File: src/rtl/nand_ecc_pkg.sv
package nand_ecc_pkg;

  localparam int IDX_W       = 8;
  localparam int CHUNK_BYTES = 1 << IDX_W;
  localparam int LP_W        = 2 * IDX_W;
  localparam int CP_W        = 6;
  localparam int SLOTS       = 3;

  typedef enum logic [1:0] {
    MODE_OFF   = 2'b00,
    MODE_ACCUM = 2'b01,
    MODE_READ  = 2'b10,
    MODE_CLEAR = 2'b11
  } eccMode_t;

  typedef struct packed {
    logic             clearAll;
    logic             accumEn;
    logic [IDX_W-1:0] byteIdx;
  } ctrlStrobes_t;

endpackage

File: src/rtl/nand_ecc_ctrl.sv
module nand_ecc_ctrl
  import nand_ecc_pkg::*;
#(
  parameter  int NUM_CODES = 2,
  localparam int LIMIT     = NUM_CODES * CHUNK_BYTES,
  localparam int CNT_W     = $clog2(LIMIT + 1),
  localparam int CODE_W    = (NUM_CODES > 1) ? $clog2(NUM_CODES) : 1
) (
  input  logic               clk,
  input  logic               rstN,
  input  logic [1:0]         modeSel,
  input  logic               cleIn,
  input  logic               aleIn,
  input  logic               dataStrobe,
  input  logic               readStrobe,
  output ctrlStrobes_t       strobes,
  output logic [CODE_W-1:0]  chunkSel,
  output logic [CODE_W-1:0]  rdCode,
  output logic [1:0]         rdSlot,
  output logic [CNT_W-1:0]   byteCount
);

  eccMode_t mode;
  logic     notFull;
  logic     advance;

  assign mode    = eccMode_t'(modeSel);
  assign notFull = (byteCount < CNT_W'(LIMIT));
  assign advance = (mode == MODE_READ) && readStrobe;

  always_comb begin
    strobes.clearAll = (mode == MODE_CLEAR);
    strobes.accumEn  = (mode == MODE_ACCUM) && dataStrobe && !cleIn && !aleIn && notFull;
    strobes.byteIdx  = byteCount[IDX_W-1:0];
  end

  assign chunkSel = CODE_W'(byteCount >> IDX_W);

  always_ff @(posedge clk or negedge rstN) begin
    if (!rstN) begin
      byteCount <= '0;
    end else if (strobes.clearAll) begin
      byteCount <= '0;
    end else if (strobes.accumEn) begin
      byteCount <= byteCount + 1'b1;
    end
  end

  always_ff @(posedge clk or negedge rstN) begin
    if (!rstN) begin
      rdCode <= '0;
      rdSlot <= '0;
    end else if (strobes.clearAll) begin
      rdCode <= '0;
      rdSlot <= '0;
    end else if (advance) begin
      if (rdSlot == 2'(SLOTS - 1)) begin
        rdSlot <= '0;
        rdCode <= (rdCode == CODE_W'(NUM_CODES - 1)) ? '0 : rdCode + 1'b1;
      end else begin
        rdSlot <= rdSlot + 1'b1;
      end
    end
  end

endmodule

File: src/rtl/nand_ecc_datapath.sv
module nand_ecc_datapath
  import nand_ecc_pkg::*;
#(
  parameter  int NUM_CODES = 2,
  localparam int CODE_W    = (NUM_CODES > 1) ? $clog2(NUM_CODES) : 1
) (
  input  logic              clk,
  input  logic              rstN,
  input  ctrlStrobes_t      strobes,
  input  logic [CODE_W-1:0] chunkSel,
  input  logic [7:0]        dataByte,
  input  logic [CODE_W-1:0] rdCode,
  input  logic [1:0]        rdSlot,
  output logic [7:0]        eccByte
);

  logic [LP_W-1:0] lineReg [NUM_CODES];
  logic [CP_W-1:0] colReg  [NUM_CODES];
  logic [LP_W-1:0] lineMix;
  logic [CP_W-1:0] colMix;
  logic            bytePar;

  assign bytePar = ^dataByte;

  assign colMix = { ^(dataByte & 8'hF0), ^(dataByte & 8'h0F),
                    ^(dataByte & 8'hCC), ^(dataByte & 8'h33),
                    ^(dataByte & 8'hAA), ^(dataByte & 8'h55) };

  always_comb begin
    for (int k = 0; k < IDX_W; k++) begin
      lineMix[2*k]   = bytePar & ~strobes.byteIdx[k];
      lineMix[2*k+1] = bytePar &  strobes.byteIdx[k];
    end
  end

  for (genvar g = 0; g < NUM_CODES; g++) begin : g_code
    logic hit;
    assign hit = strobes.accumEn && (chunkSel == CODE_W'(g));
    always_ff @(posedge clk or negedge rstN) begin
      if (!rstN) begin
        lineReg[g] <= '0;
        colReg[g]  <= '0;
      end else if (strobes.clearAll) begin
        lineReg[g] <= '0;
        colReg[g]  <= '0;
      end else if (hit) begin
        lineReg[g] <= lineReg[g] ^ lineMix;
        colReg[g]  <= colReg[g] ^ colMix;
      end
    end
  end

  logic [LP_W-1:0] selLine;
  logic [CP_W-1:0] selCol;

  always_comb begin
    selLine = '0;
    selCol  = '0;
    for (int c = 0; c < NUM_CODES; c++) begin
      if (rdCode == CODE_W'(c)) begin
        selLine = lineReg[c];
        selCol  = colReg[c];
      end
    end
    unique case (rdSlot)
      2'd0:    eccByte = ~selLine[15:8];
      2'd1:    eccByte = ~selLine[7:0];
      default: eccByte = {~selCol, 2'b11};
    endcase
  end

endmodule

File: src/rtl/nand_ecc_gen.sv
module nand_ecc_gen
  import nand_ecc_pkg::*;
#(
  parameter int NUM_CODES = 2
) (
  input  logic       clk,
  input  logic       rstN,
  input  logic [1:0] modeSel,
  input  logic       cleIn,
  input  logic       aleIn,
  input  logic       dataStrobe,
  input  logic [7:0] dataByte,
  input  logic       readStrobe,
  output logic [7:0] eccByte
);

  localparam int LIMIT  = NUM_CODES * CHUNK_BYTES;
  localparam int CNT_W  = $clog2(LIMIT + 1);
  localparam int CODE_W = (NUM_CODES > 1) ? $clog2(NUM_CODES) : 1;

  ctrlStrobes_t      strobes;
  logic [CODE_W-1:0] chunkSel;
  logic [CODE_W-1:0] rdCode;
  logic [1:0]        rdSlot;
  logic [CNT_W-1:0]  byteCount;

  nand_ecc_ctrl #(.NUM_CODES(NUM_CODES)) u_ctrl (
    .clk        (clk),
    .rstN       (rstN),
    .modeSel    (modeSel),
    .cleIn      (cleIn),
    .aleIn      (aleIn),
    .dataStrobe (dataStrobe),
    .readStrobe (readStrobe),
    .strobes    (strobes),
    .chunkSel   (chunkSel),
    .rdCode     (rdCode),
    .rdSlot     (rdSlot),
    .byteCount  (byteCount)
  );

  nand_ecc_datapath #(.NUM_CODES(NUM_CODES)) u_dp (
    .clk      (clk),
    .rstN     (rstN),
    .strobes  (strobes),
    .chunkSel (chunkSel),
    .dataByte (dataByte),
    .rdCode   (rdCode),
    .rdSlot   (rdSlot),
    .eccByte  (eccByte)
  );

endmodule

File: config.mk
export PLATFORM = sky130hd
export DESIGN_NAME = nand_ecc_gen
export DESIGN_NICKNAME = d
export VERILOG_FILES = /design/src/rtl/nand_ecc_pkg.sv /design/src/rtl/nand_ecc_ctrl.sv /design/src/rtl/nand_ecc_datapath.sv /design/src/rtl/nand_ecc_gen.sv
export SDC_FILE = /design/constraint.sdc
export NUM_CORES = 1
export LEC_CHECK = 0
export ABC_AREA = 0
export BUFFER_PORTS_ARGS = -buffer_cell sky130_fd_sc_hd__buf_4
export CORE_ASPECT_RATIO = 1.5
export CORE_MARGIN = 1.5
export CORE_UTILIZATION = 40
export CTS_CLUSTER_DIAMETER = 80
export DETAILED_ROUTE_END_ITERATION = 7
export PLACE_DENSITY_LB_ADDON = 0.3
export SLEW_MARGIN = 15
export SYNTH_ARGS = -nofsm -noshare
export SYNTH_HDL_FRONTEND = slang
export SYNTH_SLANG_ARGS = --single-unit
File: constraint.sdc
create_clock -name clk -period 2.1 [get_ports clk]
set_clock_uncertainty 0.2 [all_clocks]
set_input_delay 0.315 -clock clk [delete_from_list [all_inputs] [get_ports clk]]
set_output_delay 0.315 -clock clk [all_outputs]
set_load 0.01 [all_outputs]
==> flow_summary.json, run 1 <==
{
  "p_comb_frac": 0.187,
  "fillCellCount": 707,
  "nets": 401,
  "synth_nets": 360,
  "routabilityCongestion": 0.731,
  "fin_crit_ns": 2.16,
  "synth_area_leaders": "dfrtp_1 45%, a21oi_1 9.2%, o31ai_1 7.6%",
  "num_vias": 2749,
  "violations": "negative setup slack",
  "boundaryPins": 24,
  "synthArstFlopShare": 1.00,
  "first_pass_iters": 4,
  "die-area_sq_um": 8470,
  "core_sq_um": 7660,
  "crit_path_start_kind": "register",
  "synth_area_sq_um": 3170,
  "antenna_found_initial": 0,
  "maxClockFrequency_mhz": 464,
  "yosysSeqAreaShare": 0.450,
  "internal_power_mw": 2.24,
  "period_share": 1.03,
  "drv_slew": 0,
  "synth_top_area_share": 0.450,
  "vias_per_cell": 5.61,
  "grt_setup_unrepaired": "true",
  "worst_hold_slack_ns": 0.100,
  "area_delta_synth_final_pct": 25.9,
  "cts_tree": "yes",
  "initial_utilization": 0.414,
  "wl_per_cell_um": 15.3,
  "power_frac_clock": 0.441,
  "power.leakage_nw": 1.63,
  "wl_met2_um": 3860,
  "fin_ws_ns": -0.0558,
  "relSlewSlack": 0.290,
  "synth_top_flop_cell": "dfrtp_1",
  "synth_warnings": 0,
  "power_frac_seq": 0.372,
  "final_cell_mix": "57 x a21oi_1, 57 x dfrtp_1, 52 x buf_4",
  "cp_max_fo": 15,
  "cts_made_buffers": 9,
  "grt_pass1_vias": 2681,
  "worstPathRequired_ns": 1.58,
  "met3_length_um": 162,
  "clockRootBuffer": "clkbuf_16",
  "status": "complete, but fails checks",
  "h-tree-depth": 3,
  "worst_ep_arrival_time_ns": 1.64,
  "syn_inst": 343,
  "cts_buffer_depth": 2,
  "sw_frac_of_total": 0.267,
  "grt-ovfl-total": 0,
  "setup_viol": 1,
  "numClockSinks": 57,
  "drc": 0,
  "ir_drop_v": 0.000487,
  "stdcell_area_sq_um": 3990,
  "clkTransAtPathRegs_ns": 0.05,
  "ys_seq_elements": 57,
  "pre_cts_ws_ns": -0.0995,
  "die-width_um": 75.7,
  "synth_area_leader_cell": "dfrtp_1",
  "p_sw_mw": 0.819,
  "num_rows": 39,
  "synth_cell_types": 29,
  "avgSynthCellArea_sq_um": 9.24,
  "endpoint_kind": "primary output",
  "highest_layer": "met4",
  "hp-class": "primary input to register",
  "worstSetupPathType": "register to primary output",
  "die_y_um": 112,
  "clock_latency_ns": 0.32,
  "hold_viol": 0,
  "tightestPinTransition_ns": 1.07,
  "grt_pass1_wl_um": 12600,
  "wirelength_um": 7480,
  "ant_nets": 0,
  "wl_met1_um": 3350,
  "drive_gt1_frac": 0.214,
  "port_buffers": 23,
  "synth_edf_count": 0,
  "grt_usage": 0.193,
  "hpwlAfterDp_um": 4750,
  "setup_tns_ns": -0.0558,
  "placed_cell_area_sq_um": 3630,
  "power_density_nw_per_um2": 768,
  "drtIter0Drc": 194,
  "grt_max_degree": 60,
  "drv_cap": 0,
  "diodes": 0
}
[routing by layer]
| layer | up-vias | global-route usage |
|---|---|---|
| met5 | - | 0 |
| met4 | 0 | 0.0702 |
| met3 | 6 | 0.0434 |
| met2 | 29 | 0.316 |
| met1 | 1358 | 0.245 |
| li1 | 1356 | - |
[per-stage QoR]
| step | total power [mW] | utilization | instances |
|---|---|---|---|
| 6_report | 3.06 | 0.521 | 490 |
| 5_1_grt | 3.19 | 0.521 | 490 |
| 4_1_cts | 3.07 | 0.513 | 485 |
| 3_5_place_dp | 1.70 | 0.474 | 469 |
| 3_3_place_gp | 1.69 | 0.474 | 469 |
| 2_1_floorplan | 1.45 | - | 343 |
[final timing paths]
check,from,end,slack [ns],cells past startpoint
max in group asynchronous,rstN,u_dp.lineReg[14]$_DFFE_PN0P_,0.80,2
max,u_ctrl.rdSlot[0]$_DFFE_PN0P_,eccByte[6],-0.06,6
min in group asynchronous,rstN,u_dp.lineReg[0]$_DFFE_PN0P_,0.39,2
max reg2reg,u_ctrl.byteCount[9]$_DFFE_PN0P_,u_dp.lineReg[19]$_DFFE_PN0P_,0.06,6
min reg2reg,u_ctrl.byteCount[9]$_DFFE_PN0P_,u_ctrl.byteCount[9]$_DFFE_PN0P_,0.32,2
min,modeSel[0],u_ctrl.rdSlot[1]$_DFFE_PN0P_,0.10,3
[cells in the mapped netlist, types with 12 or more instances]
library cell	instances
o21ai_0	20
xnor2_1	22
or3_1	13
or4_1	32
nand2_1	13
a21oi_1	58
mux2i_1	12
inv_1	12
dfrtp_1	57
o31ai_1	32
clkbuf_1	21
nor2_1	24
[timing repair]
item / 4_1_cts / 5_1_grt
setup buffers: 0 / 5
hold endpoints to repair: 57 / 0
cloned: 0 / 0
pin swaps: 1 / 1
endpoints found under the setup margin: 1 / 18
resized for setup: 1 / 5
hold buffers: 1 / 0
[critical path, cell delays in order (launching register included)]
cell and delay, ns:
dfrtp_1 0.36, buf_12 0.17, buf_4 0.13, mux2i_1 0.23, o21ai_0 0.11, a21oi_1 0.17, buf_4 0.14
[power groups by stage]
stage               clock (mW)  combinational [mW]  sequential, mW
detailed placement           0               0.546            1.16
floorplan                    0               0.300            1.15
global route              1.42               0.625            1.14
global placement             0               0.532            1.16
finish                    1.35               0.571            1.14
CTS                       1.37               0.551            1.14
[cell families (layout without fill, tap and decap cells)]
family	after synthesis	in the layout	synth area share
adders and majority gates	1	1	0.00395
xor gates and xnor gates	22	22	0.0608
DFF	57	57	0.450
buffers and inverters	39	84	0.0474
AOI/OAI and AO/OA	115	115	0.211
muxes	15	15	0.0557
and+or+nand+nor	94	94	0.171
[registers in the layout, summed over array words and instances, names as in the netlist]
register / cells
u_ctrl.byteCount: 10
u_ctrl.rdCode: 1
u_dp.lineReg: 32
u_dp.colReg: 12
u_ctrl.rdSlot: 2
[layout make-up]
class / count / area (sq um) / share of cell area
Timing Repair Buffer: 57 / 480 / 0.120
Tap cell: 102 / 128 / 0.0320
Clock inverter: 3 / 15.0 / 0.00376
Sequential cell: 57 / 1430 / 0.358
Multi-Input combinational cell: 247 / 1630 / 0.408
Clock buffer: 12 / 267 / 0.0668
Inverter: 12 / 45.0 / 0.0113
Note: power is estimated with default switching activity, not from simulation.
==> run 2: changes to the inputs <==
- CELL_PAD_IN_SITES_DETAIL_PLACEMENT: not set -> 1
- CELL_PAD_IN_SITES_GLOBAL_PLACEMENT: not set -> 1
- SKIP_LAST_GASP: not set -> 1
- SYNTH_HIERARCHICAL: not set -> 1
==> run 2 against run 1 <==
Final cell count grew 5.7%. Register-to-register slack lost 0.16 ns. The run still ends with negative setup slack left. Critical path type is now register to register. Hold slack lost 0.079 ns. Clock-buffer cell count grew 1. Non-clock buffer count grew 5. Worst setup slack lost 0.046 ns. Cell area grew 8.9%. Sequential cell count is the same. Highest routed layer unchanged.
==> flow_summary.json, run 2 <==
{
  "status": "complete, but fails checks",
  "crit_path_start_kind": "register",
  "endpoint_kind": "register",
  "first_pass_iters": 4,
  "final_cell_mix": "56 x dfrtp_1, 51 x a21oi_1, 50 x buf_4",
  "largest_reg_flops": 32,
  "worstPathRequired_ns": 2.15,
  "port_buffers": 23,
  "dp.cells": 491,
  "area_delta_synth_final_pct": 31.8,
  "violations": "negative setup slack",
  "num_rows": 40,
  "ant_nets": 0,
  "core_sq_um": 8010,
  "fin_cells": 518,
  "num_vias": 3110,
  "drc": 0,
  "cts_made_buffers": 9,
  "fin_ws_ns": -0.102,
  "cts_buffer_depth": 2,
  "drtIter0Drc": 184,
  "hp-class": "primary input to register",
  "grt_setup_unrepaired": "true",
  "fin_crit_ns": 2.20,
  "clock_latency_ns": 0.33,
  "largest_register": "u_dp/lineReg",
  "drv_slew": 0,
  "grt_pass1_vias": 3110,
  "syn_inst": 368,
  "grt_max_degree": 58,
  "holdPathEnd": "u_ctrl/rdSlot[1]$_DFFE_PN0P_",
  "synth_area_sq_um": 3290,
  "power.leakage_nw": 1.72,
  "antenna_found_initial": 0,
  "avgSynthCellArea_sq_um": 8.95,
  "h-tree-depth": 3,
  "drive_gt1_frac": 0.266,
  "setup_viol": 20,
  "tightestPinTransition_ns": 0.762,
  "synth_warnings": 6,
  "placed_cell_area_sq_um": 3760,
  "grt-ovfl-total": 0,
  "clkTransAtPathRegs_ns": 0.05,
  "die-width_um": 77.1,
  "power_density_nw_per_um2": 783,
  "whs_path_depth": 2,
  "period_share": 1.05,
  "timing.rr.start": "u_ctrl/byteCount[9]$_DFFE_PN0P_",
  "min_from": "modeSel[0]",
  "worstSetupPathType": "register to register",
  "vias_per_cell": 6.00,
  "synth_nets": 385,
  "r2r_slack_ns": -0.10,
  "die-area_sq_um": 8800,
  "ir_drop_v": 0.000539,
  "largestRegisters": "u_dp/lineReg x32, u_dp/colReg x12, u_ctrl/byteCount x10",
  "critPathLaunch": "u_ctrl/byteCount[9]$_DFFE_PN0P_",
  "reg2reg_to": "u_dp/lineReg[22]$_DFFE_PN0P_",
  "initial_utilization": 0.411,
  "maxClockFrequency_mhz": 454,
  "hold_viol": 0,
  "grt_pass1_wl_um": 15700,
  "drv_cap": 0,
  "worst_ep_arrival_time_ns": 2.25,
  "numClockSinks": 57,
  "hpwlAfterDp_um": 6150,
  "die_y_um": 114,
  "r2r_cells": 7,
  "wl_per_cell_um": 20.2,
  "routabilityCongestion": 0.776,
  "final_common_cell": "dfrtp_1",
  "stdcell_area_sq_um": 4340,
  "cts_tree": "yes",
  "clockRootBuffer": "clkbuf_16",
  "grt_usage": 0.229,
  "relSlewSlack": 0.492,
  "diodes": 0,
  "nets": 426,
  "boundaryPins": 24,
  "cp_max_fo": 7,
  "wirelength_um": 10500
}
## run 2: stage by stage
| stage | TNS [ns] | util | hold slack [ns] | power (mW) | setup slack [ns] |
|---|---|---|---|---|---|
| finish | -0.898 | 0.542 | 0.0210 | 3.40 | -0.102 |
| global route | -2.99 | 0.542 | 0.0294 | 3.52 | -0.166 |
| CTS | -0.227 | 0.514 | 0.0164 | 3.36 | -0.0821 |
| detailed placement | -0.341 | 0.470 | 0.241 | 1.80 | -0.0975 |
| global placement | -0.0189 | 0.470 | 0.242 | 1.79 | -0.00375 |
| floorplan | 0 | - | -0.181 | 1.49 | 0.0111 |
## run 2: power breakdown
group	leakage, nW	internal, mW	switching [mW]
Sequential	0.791	1.13	0.0394
Combinational	0.774	0.296	0.392
Clock	0.158	1.04	0.507
Total	1.72	2.46	0.938
## run 2: what timing repair did
action	CTS	global route
gates cloned	0	3
buffers inserted	4	5
hold buffers	1	0
hold endpoints to repair	57	0
setup endpoints to repair	11	31
gates resized for setup	1	38
pin swaps	0	13
## run 2: critical path, cell delays in order (launching register included)
cell	delay (ns)
dfrtp_1	0.40
nand4bb_4	0.23
nor3_4	0.28
buf_6	0.15
buf_6	0.12
nand2b_4	0.10
or4_4	0.43
a21oi_2	0.20
## run 2: how the worst max path moves through the flow
stage	endpoint	slack, ns	depth (start not counted)
4_1_cts	eccByte[1]	-0.08	4
5_1_grt	eccByte[6]	-0.17	7
3_3_place_gp	u_dp/lineReg[24]$_DFFE_PN0P_	-0.004	7
2_1_floorplan	u_dp/lineReg[17]$_DFFE_PN0P_	0.01	9
6_report	u_dp/lineReg[22]$_DFFE_PN0P_	-0.10	7
3_5_place_dp	u_dp/lineReg[0]$_DFFE_PN0P_	-0.1	7
## run 2: routing by layer
metal / wire [um] / global-route usage / vias up
met5: 0 / 0 / -
met4: 303 / 0.0836 / 0
met3: 310 / 0.0375 / 25
met2: 5570 / 0.418 / 74
met1: 4290 / 0.268 / 1567
li1: - / - / 1444
## run 2: area by class of cell
type,count,area [sq um]
inverter,7,26.3
multi-input combinational,272,1860
fill,906,3660
clock inverter,2,35.0
sequential,57,1430
timing repair buffer,62,579
clock buffer,13,280
tap,105,131
==> run 3: changes to the inputs <==
- SKIP_LAST_GASP: 1 -> not set
==> run 3 against run 2 <==
Worst setup slack improved by 0.023 ns. Sequential power is essentially flat. Critical path type is now register to primary output. Maximum frequency increased by 1.0%. Clock-buffer cell count stayed put. Clock power is essentially flat. Largest cell class unchanged. The run still ends with negative setup slack left. Utilization increased by 0.50 points.
==> flow_summary.json, run 3 (synthesized netlist as in run 2, its figures left out) <==
{
  "wl_per_cell_um": 20.5,
  "boundaryPins": 24,
  "drive_gt1_frac": 0.306,
  "final_common_cell": "dfrtp_1",
  "largest_register": "u_dp/lineReg",
  "violations": "negative setup slack",
  "ir_drop_v": 0.000495,
  "largestRegisters": "u_dp/lineReg x32, u_dp/colReg x12, u_ctrl/byteCount x10",
  "clock_latency_ns": 0.33,
  "h-tree-depth": 3,
  "core_sq_um": 8010,
  "wirelength_um": 10600,
  "maxClockFrequency_mhz": 459,
  "setup_viol": 26,
  "period_share": 1.04,
  "holdPathEnd": "u_ctrl/rdSlot[1]$_DFFE_PN0P_",
  "grt-ovfl-total": 0,
  "nets": 425,
  "die_y_um": 114,
  "num_vias": 3091,
  "drv_cap": 0,
  "placed_cell_area_sq_um": 3760,
  "die-width_um": 77.1,
  "r2r_cells": 7,
  "area_delta_synth_final_pct": 33.0,
  "drv_slew": 0,
  "cp_cell_sequence": "buf_12, mux4_2, nand2b_1, buf_4",
  "diodes": 0,
  "clkTransAtPathRegs_ns": 0.05,
  "die-area_sq_um": 8800,
  "crit_slowest_cell": "mux4_2",
  "setup_tns_ns": -0.703,
  "grt_setup_unrepaired": "true",
  "reg2reg_to": "u_dp/lineReg[29]$_DFFE_PN0P_",
  "initial_utilization": 0.411,
  "cts_tree": "yes",
  "num_rows": 40,
  "numClockSinks": 57,
  "relSlewSlack": 0.483,
  "hold_viol": 0,
  "clockRootBuffer": "clkbuf_16",
  "stdcell_area_sq_um": 4380,
  "drc": 0,
  "timing.rr.start": "u_ctrl/byteCount[9]$_DFFE_PN0P_",
  "ant_nets": 0,
  "first_pass_iters": 6,
  "power_density_nw_per_um2": 778,
  "r2r_slack_ns": -0.07,
  "grt_pass1_wl_um": 15700,
  "hpwlAfterDp_um": 6150,
  "antenna_found_initial": 0,
  "endpoint_kind": "primary output",
  "grt_pass1_vias": 3111,
  "cpPeakStageDelay_ns": 0.54,
  "vias_per_cell": 5.98,
  "largest_reg_flops": 32,
  "crit_path_start_kind": "register",
  "routabilityCongestion": 0.776,
  "status": "complete, but fails checks",
  "hp-class": "primary input to register",
  "final_cell_mix": "56 x dfrtp_1, 50 x buf_4, 44 x a21oi_1",
  "fin_crit_ns": 2.18,
  "cts_made_buffers": 9,
  "whs_path_depth": 2,
  "grt_usage": 0.229,
  "worstPathRequired_ns": 1.58,
  "port_buffers": 23,
  "worst_ep_arrival_time_ns": 1.66,
  "worstSetupPathType": "register to primary output",
  "grt_max_degree": 58,
  "final_core_util": 0.547,
  "power.leakage_nw": 1.74,
  "cts_buffer_depth": 2,
  "tightestPinTransition_ns": 0.776,
  "cp_max_fo": 7,
  "drtIter0Drc": 177,
  "fin_ws_ns": -0.0792,
  "min_from": "modeSel[0]",
  "fillCellCount": 895
}
==> run 3: timing repair <==
action                                  4_1_cts  5_1_grt
gates cloned                                  0        3
setup buffers                                 4        4
resized for setup                             4       51
endpoints found under the hold margin        57        0
endpoints found under the setup margin       11       31
pin swaps                                     1       20
hold buffers                                  1        0
==> run 3: cell type report <==
type                    count  area, sq um  area share
well taps                 105          131      0.0300
inverters                   7         26.3     0.00599
flip-flops and latches     57         1430       0.326
clock inverters             2         35.0     0.00799
repair buffers             61          564       0.129
multi-input cells         272         1920       0.438
clock buffers              13          280      0.0639
==> run 3: metrics by stage <==
| step | power (mW) | cells | hold WS [ns] | setup slack, ns |
|---|---|---|---|---|
| floorplan | 1.49 | 368 | -0.181 | 0.0111 |
| global placement | 1.79 | 491 | 0.242 | -0.00375 |
| detailed placement | 1.80 | 491 | 0.241 | -0.0975 |
| CTS | 3.36 | 511 | 0.0164 | -0.0821 |
| global route | 3.53 | 517 | 0.0281 | -0.134 |
| finish | 3.41 | 517 | 0.0190 | -0.0792 |
==> run 3: routing by layer <==
metal,global-route usage,vias up,share of wire
met2,0.420,65,0.54
li1,-,1431,-
met3,0.0375,21,0.029
met1,0.267,1574,0.41
met5,0,-,0
met4,0.0836,0,0.024
==> run 3: report_power, final <==
group          switching (mW)  total (mW)  leakage (nW)  internal [mW]
combinational           0.402       0.698         0.790          0.296
clock                   0.508        1.55         0.158           1.04
sequential             0.0390        1.17         0.791           1.13
total                   0.949        3.41          1.74           2.46
==> run 3: worst max-delay path: cells and delay by family, from the launching register on <==
| family | cells | cell delay, ns |
|---|---|---|
| AND/OR/NAND/NOR | 1 | 0.10 |
| flip-flops | 1 | 0.41 |
| multiplexers | 1 | 0.54 |
| buffers and inverters | 2 | 0.27 |
==> run 3: worst max path at each step <==
stage | endpoint | startpoint | cells after the start
floorplan | u_dp/lineReg[17]$_DFFE_PN0P_ | u_ctrl/byteCount[9]$_DFFE_PN0P_ | 9
CTS | eccByte[1] | u_ctrl/rdSlot[0]$_DFFE_PN0P_ | 4
detailed placement | u_dp/lineReg[0]$_DFFE_PN0P_ | dataByte[6] | 7
global placement | u_dp/lineReg[24]$_DFFE_PN0P_ | dataByte[6] | 7
finish | eccByte[1] | u_ctrl/rdSlot[0]$_DFFE_PN0P_ | 4
global route | eccByte[2] | u_ctrl/rdSlot[0]$_DFFE_PN0P_ | 7
